==> src/rtl/rh_status_pkg.sv <==
package rh_status_pkg;

    localparam int REG_W = 32;

    localparam int B_PWR_CLR  = 0;
    localparam int B_OVC_LVL  = 1;
    localparam int B_WAKE     = 15;
    localparam int B_PWR_SET  = 16;
    localparam int B_OVC_CHG  = 17;
    localparam int B_WAKE_CLR = 31;

    typedef struct packed {
        logic wake_set;
        logic wake_clr;
        logic pwr_set;
        logic pwr_clr;
        logic chg_clr;
    } rh_cmd_t;

    typedef struct packed {
        logic wake_en;
        logic ovc_lvl;
        logic ovc_chg;
    } rh_view_t;

    function automatic rh_cmd_t decode_cmd(input logic strobe, input logic [REG_W-1:0] d);
        rh_cmd_t c;
        c.wake_set = strobe & d[B_WAKE];
        c.wake_clr = strobe & d[B_WAKE_CLR];
        c.pwr_set  = strobe & d[B_PWR_SET];
        c.pwr_clr  = strobe & d[B_PWR_CLR];
        c.chg_clr  = strobe & d[B_OVC_CHG];
        return c;
    endfunction

    function automatic logic [REG_W-1:0] pack_view(input rh_view_t v);
        logic [REG_W-1:0] r;
        r = '0;
        r[B_WAKE]    = v.wake_en;
        r[B_OVC_LVL] = v.ovc_lvl;
        r[B_OVC_CHG] = v.ovc_chg;
        return r;
    endfunction

endpackage

==> src/rtl/rh_power_switch.sv <==
module rh_power_switch #(
    parameter int N_PORTS = 4
) (
    input  logic               clk,
    input  logic               rst,
    input  logic               cmd_set,
    input  logic               cmd_clr,
    input  logic               per_port_mode,
    input  logic [N_PORTS-1:0] mask,
    output logic [N_PORTS-1:0] power
);
    logic [N_PORTS-1:0] target;

    for (genvar p = 0; p < N_PORTS; p++) begin : g_port
        assign target[p] = per_port_mode ? ~mask[p] : 1'b1;

        always_ff @(posedge clk) begin
            if (rst)
                power[p] <= 1'b0;
            else if (target[p] && cmd_clr)
                power[p] <= 1'b0;
            else if (target[p] && cmd_set)
                power[p] <= 1'b1;
        end

        // masked ports hold their state under any command
        a_r6_mask_holds: assert property (@(posedge clk) disable iff (rst)
            ((cmd_set || cmd_clr) && per_port_mode && mask[p]) |=> $stable(power[p]));
    end

    // a combined set and clear leaves the targeted ports off
    a_r7_clear_wins: assert property (@(posedge clk) disable iff (rst)
        (cmd_set && cmd_clr) |=> ((power & $past(target)) == '0));

    // a lone set in global mode powers every port
    a_r5_global_on: assert property (@(posedge clk) disable iff (rst)
        (cmd_set && !cmd_clr && !per_port_mode) |=> (&power));

endmodule

==> src/rtl/rh_ovc_track.sv <==
module rh_ovc_track (
    input  logic clk,
    input  logic rst,
    input  logic ovc_async,
    input  logic per_port_ovc,
    input  logic chg_clr,
    output logic lvl,
    output logic chg
);
    logic s1, s2, s3;
    logic edge_seen;

    always_ff @(posedge clk) begin
        if (rst) begin
            s1 <= 1'b0;
            s2 <= 1'b0;
            s3 <= 1'b0;
        end else begin
            s1 <= ovc_async;
            s2 <= s1;
            s3 <= s2;
        end
    end

    assign edge_seen = (s2 != s3) && !per_port_ovc;

    always_ff @(posedge clk) begin
        if (rst)
            chg <= 1'b0;
        else if (edge_seen)
            chg <= 1'b1;
        else if (chg_clr)
            chg <= 1'b0;
    end

    assign lvl = per_port_ovc ? 1'b0 : s2;

    // a detected change sets the flag even against a clear
    a_r9_set_wins: assert property (@(posedge clk) disable iff (rst)
        edge_seen |=> chg);

    // without a change, a clear empties the flag
    a_r9_clear: assert property (@(posedge clk) disable iff (rst)
        (chg_clr && !edge_seen) |=> !chg);

endmodule

==> src/rtl/rh_wake_ctl.sv <==
module rh_wake_ctl #(
    parameter int N_PORTS = 4
) (
    input  logic               clk,
    input  logic               rst,
    input  logic               set_en,
    input  logic               clr_en,
    input  logic               suspended,
    input  logic [N_PORTS-1:0] csc,
    output logic               wake_en,
    output logic               resume_pulse
);
    logic trig;

    always_ff @(posedge clk) begin
        if (rst)
            wake_en <= 1'b0;
        else if (clr_en)
            wake_en <= 1'b0;
        else if (set_en)
            wake_en <= 1'b1;
    end

    assign trig = wake_en && suspended && (|csc);

    always_ff @(posedge clk) begin
        if (rst) resume_pulse <= 1'b0;
        else     resume_pulse <= trig;
    end

    // clear command always disarms
    a_r4_clr_priority: assert property (@(posedge clk) disable iff (rst)
        clr_en |=> !wake_en);

    // no resume without an armed enable during suspend
    a_r10_needs_armed: assert property (@(posedge clk) disable iff (rst)
        (!wake_en || !suspended) |=> !resume_pulse);

    // qualified event yields the pulse
    a_r10_pulse: assert property (@(posedge clk) disable iff (rst)
        (wake_en && suspended && (csc != '0)) |=> resume_pulse);

endmodule

==> src/rtl/rh_status_ctl.sv <==
module rh_status_ctl
    import rh_status_pkg::*;
#(
    parameter int          N_PORTS    = 4,
    parameter int          ADDR_W     = 8,
    parameter logic [7:0]  REG_OFFSET = 8'h50
) (
    input  logic               clk,
    input  logic               rst,
    input  logic [ADDR_W-1:0]  bus_addr,
    input  logic               bus_wr,
    input  logic [REG_W-1:0]   bus_wdata,
    output logic [REG_W-1:0]   bus_rdata,
    input  logic               per_port_mode,
    input  logic               per_port_ovc,
    input  logic [N_PORTS-1:0] port_power_mask,
    output logic [N_PORTS-1:0] port_power,
    input  logic               ovc_in,
    input  logic [N_PORTS-1:0] port_csc,
    input  logic               suspended,
    output logic               resume_pulse
);
    localparam logic [ADDR_W-1:0] HIT_ADDR = ADDR_W'(REG_OFFSET);

    logic     hit;
    rh_cmd_t  cmd;
    rh_view_t view;
    logic     unused_wdata_bits;

    assign hit = (bus_addr == HIT_ADDR);
    assign cmd = decode_cmd(bus_wr && hit, bus_wdata);
    assign unused_wdata_bits = ^bus_wdata;

    rh_power_switch #(.N_PORTS(N_PORTS)) u_pwr (
        .clk           (clk),
        .rst           (rst),
        .cmd_set       (cmd.pwr_set),
        .cmd_clr       (cmd.pwr_clr),
        .per_port_mode (per_port_mode),
        .mask          (port_power_mask),
        .power         (port_power)
    );

    rh_ovc_track u_ovc (
        .clk          (clk),
        .rst          (rst),
        .ovc_async    (ovc_in),
        .per_port_ovc (per_port_ovc),
        .chg_clr      (cmd.chg_clr),
        .lvl          (view.ovc_lvl),
        .chg          (view.ovc_chg)
    );

    rh_wake_ctl #(.N_PORTS(N_PORTS)) u_wake (
        .clk          (clk),
        .rst          (rst),
        .set_en       (cmd.wake_set),
        .clr_en       (cmd.wake_clr),
        .suspended    (suspended),
        .csc          (port_csc),
        .wake_en      (view.wake_en),
        .resume_pulse (resume_pulse)
    );

    assign bus_rdata = hit ? pack_view(view) : '0;

    // command-only and reserved positions never read back as 1
    a_r1_write_only_zero: assert property (@(posedge clk) disable iff (rst)
        (bus_rdata[B_PWR_CLR] == 1'b0) && (bus_rdata[B_PWR_SET] == 1'b0) &&
        (bus_rdata[B_WAKE_CLR] == 1'b0) && (bus_rdata[30:18] == '0) && (bus_rdata[14:2] == '0));

    // level bit is quiet in per-port overcurrent mode
    a_r8_ovc_masked: assert property (@(posedge clk) disable iff (rst)
        (hit && per_port_ovc) |-> !bus_rdata[B_OVC_LVL]);

endmodule

==> config.mk <==
export PLATFORM = sky130hd
export DESIGN_NAME = rh_status_ctl
export DESIGN_NICKNAME = d
export VERILOG_FILES = /design/src/rtl/rh_status_pkg.sv /design/src/rtl/rh_power_switch.sv /design/src/rtl/rh_ovc_track.sv /design/src/rtl/rh_wake_ctl.sv /design/src/rtl/rh_status_ctl.sv
export SDC_FILE = /design/constraint.sdc
export NUM_CORES = 1
export LEC_CHECK = 0
export BUFFER_PORTS_ARGS = -buffer_cell sky130_fd_sc_hd__buf_2
export CORE_UTILIZATION = 32
export CTS_BUF_LIST = sky130_fd_sc_hd__clkbuf_8
export CTS_CLUSTER_SIZE = 28
export DETAILED_ROUTE_END_ITERATION = 12
export PLACE_DENSITY = 0.95
export SYNTH_ARGS = -nofsm -noshare
export SYNTH_HDL_FRONTEND = slang
export SYNTH_SLANG_ARGS = --single-unit
export TNS_END_PERCENT = 30
==> constraint.sdc <==
create_clock -name clk -period 2 [get_ports clk]
set_clock_uncertainty 0.15 [all_clocks]
set_input_delay 0.4 -clock clk [delete_from_list [all_inputs] [get_ports clk]]
set_output_delay 0.4 -clock clk [all_outputs]
set_load 0.05 [all_outputs]
==> summary.txt, run 1 <==
Setup path
  • Crit end category: output pin
  • Buf/Inv on CP: 2
  • Critical path fanouts, max: 2
  • Critical-path top delay cell: nor4b_4
  • Worst r2r path cells: 3
  • Crit path arrival time: about 1.4 ns
  • Critical Path RT: 1.45 ns
  • Crit path launch: bus_addr[7]
  • Worst-path cell chain: buf_2 -> nor4b_4 -> and2_1 -> and3b_2 -> clkbuf_4
  • Critical path type: input port to output pin
  • Reg2reg start: u_ovc.s2$_SDFF_PP0_
  • CP Depth: 5
  • Crit start category: input port
  • Crit path largest cell delay: 0.27 ns
  • Top delay family on crit path: simple AND/OR/NAND/NOR gates

CTS
  • Reg clk slew, reported paths: about 0.04 ns
  • Htree depth: 1
  • Root Buffer: clkbuf_8
  • Clk_lat worst skew: around 0.23 ns
  • # Post-CTS Setup Buffers: 0
  • Clock buffer depth: 2
  • CTS sink cnt: 10
  • CTS resizes: 0
  • CTS Hold Bufs: 0
  • Total CTS buffers: 3
  • CTS tree: done

Drt
  • DRT iter0 DRCs: 5
  • DRC violations left: 0
  • Post-DR vias/cell: roughly 4.4
  • Drt total wl: 1.43 mm
  • DRT Pass-1 Iters: 4
  • Antenna viol nets, final: 0
  • DR WL/cell: 10.2 um
  • Via count: just over 600

Power and ir drop
  • Clock power frac: 0.350
  • Net Sw Power: approximately 220 uW
  • Peak supply drop: about 0.45 mV
  • Comb pwr share: 0.297
  • Power Internal: around 360 uW
  • Static leakage: 0.000435 uW
  • P per Cell Area: just under 700 mW/mm^2
  • Seq pwr share: 0.353
  • Sw Share: 0.374

Timing
  • Fin. Hold Viols: 0
  • Min Tclk post-route: around 1.9 ns
  • Fin worst setup slack: between 0.05 and 0.06 ns
  • Worst hold slack: 0.217 ns
  • Fmax: 514 MHz
  • Final setup viols: 0
  • RSZ-0062 raised after global routing: yes
  • Final Max Tran Viols: 0
  • Final period util: 0.973

Synth
  • FF+latch count, synth: 10
  • Yosys cell types: 18
  • Post-Syn Area: a little under 700 sq um
  • Yosys top cell by area: buf_4
  • Synth Instances: 74
  • Synth top area share: 0.319
  • Top post-synthesis cells by area: buf_4 32%, dfxtp_1 29%, nor4b_4 7.0%, a311oi_1 6.4%, a41oi_1 6.4%
  • Fraction of the yosys area taken by sequential cells: 0.294
  • Ys Warns: 0
  • Syn Area/Cell: roughly 9.2 sq um

Placed design
  • Placed Instances: ~140
  • Post-DP HPWL: 1.17 mm
  • Placer congestion estimate: 0.783
  • Quantity of I/O buffers inserted on ports: 35
  • Place WS: about 0.037 ns

GRT
  • Total Routing Usage GR: 0.133
  • Number of global-route vias before repair: around 510
  • Global-route wire length before repair: between 2 and 2.5 mm
  • Largest net degree at the start of global routing: 12
  • Final global-route overflow total: 0
  • Initial antenna violation count: 0

Cells and area
  • Antenna diodes: 0
  • Layout Cells excl Fill: 140
  • Layout cell share with drive strength beyond 1: 0.398
  • Synth-to-layout area growth: 24.2%
  • Most frequent cells in the layout: 32 x buf_2, 29 x conb_1, 10 x dfxtp_1
  • Leading cell type in the layout, fill and taps excluded: buf_2
  • NumNets Final: between 150 and 200

Floorplan
  • Die area: approximately 0.0023 sq mm
  • # rows: 16
  • Core area: around 0.002 sq mm
  • Die height: just under 50 um
  • Io pins: a little over 90
  • Initial core utilization: 0.344
  • Chip width: 48.2 um

Min path
  • Hold_sp: bus_wdata[31]
  • HP Class: input port to flop
  • Hold Crit Depth: 2

Run status
  • Outcome: finished clean

Flow run
  • Max_cap viols: 0
sequential cells by signal, indices dropped and copies added (netlist names):
name / count
u_pwr.power: 4
u_ovc.chg: 1
u_ovc.s1: 1
u_ovc.s2: 1
u_ovc.s3: 1
u_wake.resume_pulse: 1
u_wake.wake_en: 1
per-stage QoR:
| step | setup TNS (ns) | power [uW] | util | instance area (sq um) |
|---|---|---|---|---|
| floorplan | 0 | 389 | - | 788 |
| global placement | 0 | 378 | 0.403 | 798 |
| detailed placement | 0 | 381 | 0.403 | 798 |
| CTS | 0 | 588 | 0.424 | 840 |
| global route | -0.0293 | 608 | 0.427 | 847 |
| finish | 0 | 582 | 0.427 | 847 |
power by group through the flow:
stage	registers, uW	logic, uW	clock network (uW)
after detailed placement	209	172	0
after global routing	205	185	219
after floorplan	209	180	0
final	205	173	204
after CTS	205	172	210
after global placement	209	170	0
worst reg2reg max path, cell delays in order (launching register included):
cell     delay [ns]
dfxtp_1        0.34
xnor2_1        0.12
nor3_1         0.06
a31o_2         0.21
logic make-up (layout without fill, tap and decap cells):
group / after synthesis / count (layout) / share of synthesized area
other cells: 1 / 29 / 0.00550
flops: 10 / 10 / 0.294
simple gates: 20 / 20 / 0.217
compound gates: 11 / 11 / 0.141
xor+xnor: 1 / 1 / 0.0128
buf+inv: 31 / 42 / 0.330
per-layer routing:
metal,global-route usage,wire length [um],share of wire
met5,0,0,0
met3,0.0556,149,0.10
met2,0.256,736,0.51
met1,0.115,536,0.37
met4,0.0667,10,0.0070
worst paths after layout:
path	to	slack, ns
max	bus_rdata[1]	0.05
max reg2reg	u_ovc.chg$_SDFFE_PP0P_	1.02
min	u_wake.wake_en$_SDFFE_PP0P_	0.22
min reg2reg	u_ovc.s2$_SDFF_PP0_	0.29
synth_stat cells (all sizes together):
library cell / count
nor4b: 2
a311oi: 5
nand4: 1
inv: 1
nand2: 5
buf: 29
nor4: 1
conb: 1
a41oi: 5
dfxtp: 10
nor2b: 3
a31o: 1
and2: 3
clkbuf: 1
and3b: 1
xnor2: 1
and3: 2
nor3: 2
area by class of cell:
type,count,area [sq um]
Clock buffer,3,41.3
Fill cell,211,1130
Inverter,1,3.75
Multi-Input combinational cell,61,363
Sequential cell,10,200
Tap cell,27,33.8
Timing Repair Buffer,38,205
No activity file was read; power rests on OpenSTA's default activity.
==> run 2, diff against run 1 <==
--- a/config.mk
+++ b/config.mk
@@ -5,11 +5,13 @@
 export SDC_FILE = /design/constraint.sdc
 export NUM_CORES = 1
 export LEC_CHECK = 0
+export ABC_AREA = 1
 export BUFFER_PORTS_ARGS = -buffer_cell sky130_fd_sc_hd__buf_2
-export CORE_UTILIZATION = 32
+export CORE_UTILIZATION = 34
 export CTS_BUF_LIST = sky130_fd_sc_hd__clkbuf_8
 export CTS_CLUSTER_SIZE = 28
 export DETAILED_ROUTE_END_ITERATION = 12
+export GPL_ROUTABILITY_DRIVEN = 0
 export PLACE_DENSITY = 0.95
 export SYNTH_ARGS = -nofsm -noshare
 export SYNTH_HDL_FRONTEND = slang
==> summary.txt, run 2 <==
Setup path
  • Crit path arrival time: about 1.3 ns
  • Crit start category: input port
  • Crit end category: output pin
  • Critical path fanouts, max: 3
  • Critical path type: input port to output pin
  • Critical Path RT: ~1.5 ns

Drt
  • DRC violations left: 0
  • DRT Pass-1 Iters: 4
  • Drt total wl: between 1 and 1.5 mm
  • Post-DR vias/cell: 3.89
  • DRT iter0 DRCs: 7
  • DR WL/cell: 7.93 um
  • Via count: 693
  • Antenna viol nets, final: 0

Synth
  • Adder-cell share of the synthesized area: 0
  • Post-synthesis compound-gate area fraction: 0.0261
  • Synth top area share: 0.284
  • Post-Syn Area: about 770 sq um
  • Main combinational cell family by area after synthesis: buffers and inverters
  • Main flop type after synthesis: dfxtp_1
  • FF+latch count, synth: 10
  • Post-Synth Simple-Gate Area: 0.324
  • Yosys cell types: 17
  • Top post-synthesis cells by area: buf_4 28%, dfxtp_1 26%, inv_1 9.3%, nand2_1 8.8%, nand4_1 7.4%
  • Number of enable flip-flop cells after synthesis: 0
  • Ys Warns: 0
  • Syn Area/Cell: approximately 6.7 sq um
  • Top-count cell post-synth: buf_4
  • Post-synth top cells: 29 x buf_4, 19 x inv_1, 18 x nand2_1
  • Post-synthesis xor/xnor area fraction: 0
  • Fraction of the yosys area taken by sequential cells: 0.261
  • Synth Instances: approximately 110
  • Async SR Flop Fraction: 0
  • Post-synthesis mux area share: 0
  • Yosys top cell by area: buf_4

Timing
  • Final setup viols: 0
  • Fmax: ~550 MHz
  • Final setup TNS: 0 ns
  • Fin. Hold Viols: 0
  • Final Max Tran Viols: 0
  • Final period util: 0.913
  • Fin worst setup slack: 0.174 ns
  • Min Tclk post-route: roughly 1.8 ns
  • RSZ-0062 raised after global routing: no

GRT
  • Initial antenna violation count: 0
  • Number of global-route vias before repair: 543
  • Final global-route overflow total: 0
  • Largest net degree at the start of global routing: 12
  • Total Routing Usage GR: 0.114
  • Global-route wire length before repair: roughly 2.2 mm

Floorplan
  • Die height: 49.5 um
  • Chip width: between 40 and 50 um
  • Initial core utilization: 0.375
  • Core area: between 0.002 and 0.0025 sq mm
  • Io pins: approximately 90
  • # rows: 16
  • Die area: roughly 0.0024 sq mm

Power and ir drop
  • P per Cell Area: between 600 and 700 mW/mm^2
  • Total power: roughly 630 uW
  • Peak supply drop: 0.438 mV
  • Static leakage: ~0.00051 uW

Placed design
  • Placed Instances: 174
  • Place WS: approximately 0.17 ns
  • Post-DP HPWL: around 1.2 mm
  • Quantity of I/O buffers inserted on ports: 35

CTS
  • Clock buffer depth: 2
  • Root Buffer: clkbuf_8
  • CTS sink cnt: 10
  • CTS tree: done
  • Clk_lat worst skew: around 0.23 ns
  • Reg clk slew, reported paths: 0.05 ns
  • # Post-CTS Setup Buffers: 0
  • CTS Hold Bufs: 0
  • CTS resizes: 0
  • Total CTS buffers: 3
  • Htree depth: 1

Cells and area
  • Leading cell type in the layout, fill and taps excluded: buf_2
  • Most frequent cells in the layout: 35 x buf_2, 29 x conb_1, 19 x inv_1
  • Synth-to-layout area growth: 19.8%
  • Layout cell share with drive strength beyond 1: 0.325
  • NumNets Final: approximately 210
  • Max reg flops: 4
  • Largest register by flop count: u_pwr.power
  • Layout Cells excl Fill: 178
  • Antenna diodes: 0
  • Fillers: ~230

Run status
  • Outcome: finished clean

Flow run
  • Max_cap viols: 0

Min path
  • HP Class: input port to flop
-- run 2: final timing paths --
check	slack [ns]	start	depth (start not counted)	endpoint
max	0.17	bus_addr[5]	6	bus_rdata[1]
min	0.22	ovc_in	3	u_ovc.s1$_SDFF_PP0_
max reg2reg	1.13	u_ovc.s3$_SDFF_PP0_	3	u_ovc.chg$_SDFFE_PP0P_
min reg2reg	0.26	u_ovc.s1$_SDFF_PP0_	2	u_ovc.s2$_SDFF_PP0_
-- run 2: power by group --
part / switching (uW) / total (uW) / internal [uW]
clock network: 77.9 / 251 / 173
registers: 1.46 / 205 / 203
logic: 149 / 176 / 26.9
total: 229 / 632 / 403
-- run 2: layout make-up --
cell class	instances	area [sq um]	share of cell area
Clock buffer	4	55.1	0.0600
Tap cell	27	33.8	0.0368
Timing Repair Buffer	35	175	0.191
Inverter	19	71.3	0.0778
Sequential cell	10	200	0.218
Multi-Input combinational cell	83	382	0.416
-- run 2: through the flow --
| step | util | cell area, sq um | hold WS, ns |
|---|---|---|---|
| after floorplan | - | 876 | 0.238 |
| after global placement | 0.422 | 862 | 0.239 |
| after detailed placement | 0.422 | 862 | 0.250 |
| after CTS | 0.449 | 917 | 0.219 |
| after global routing | 0.449 | 917 | 0.221 |
| final | 0.449 | 917 | 0.217 |
-- run 2: per-layer routing --
metal / GRT usage / vias up / wire length [um]
li1: - / 364 / -
met1: 0.138 / 288 / 597
met2: 0.192 / 41 / 698
met4: 0.0571 / 0 / 0
met3: 0.0216 / 0 / 116
met5: 0 / - / 0
-- run 2: cells by family after synthesis --
| logic type | after synthesis |
|---|---|
| flip-flops | 10 |
| other | 1 |
| AO/OA/AOI/OAI | 4 |
| buffers and inverters | 49 |
| AND/OR/NAND/NOR | 50 |
-- run 2: critical path: stages --
cell and delay, ns:
buf_2 0.10, nor2_2 0.12, and2_1 0.16, nand2_1 0.10, nor3_2 0.11, buf_2 0.28
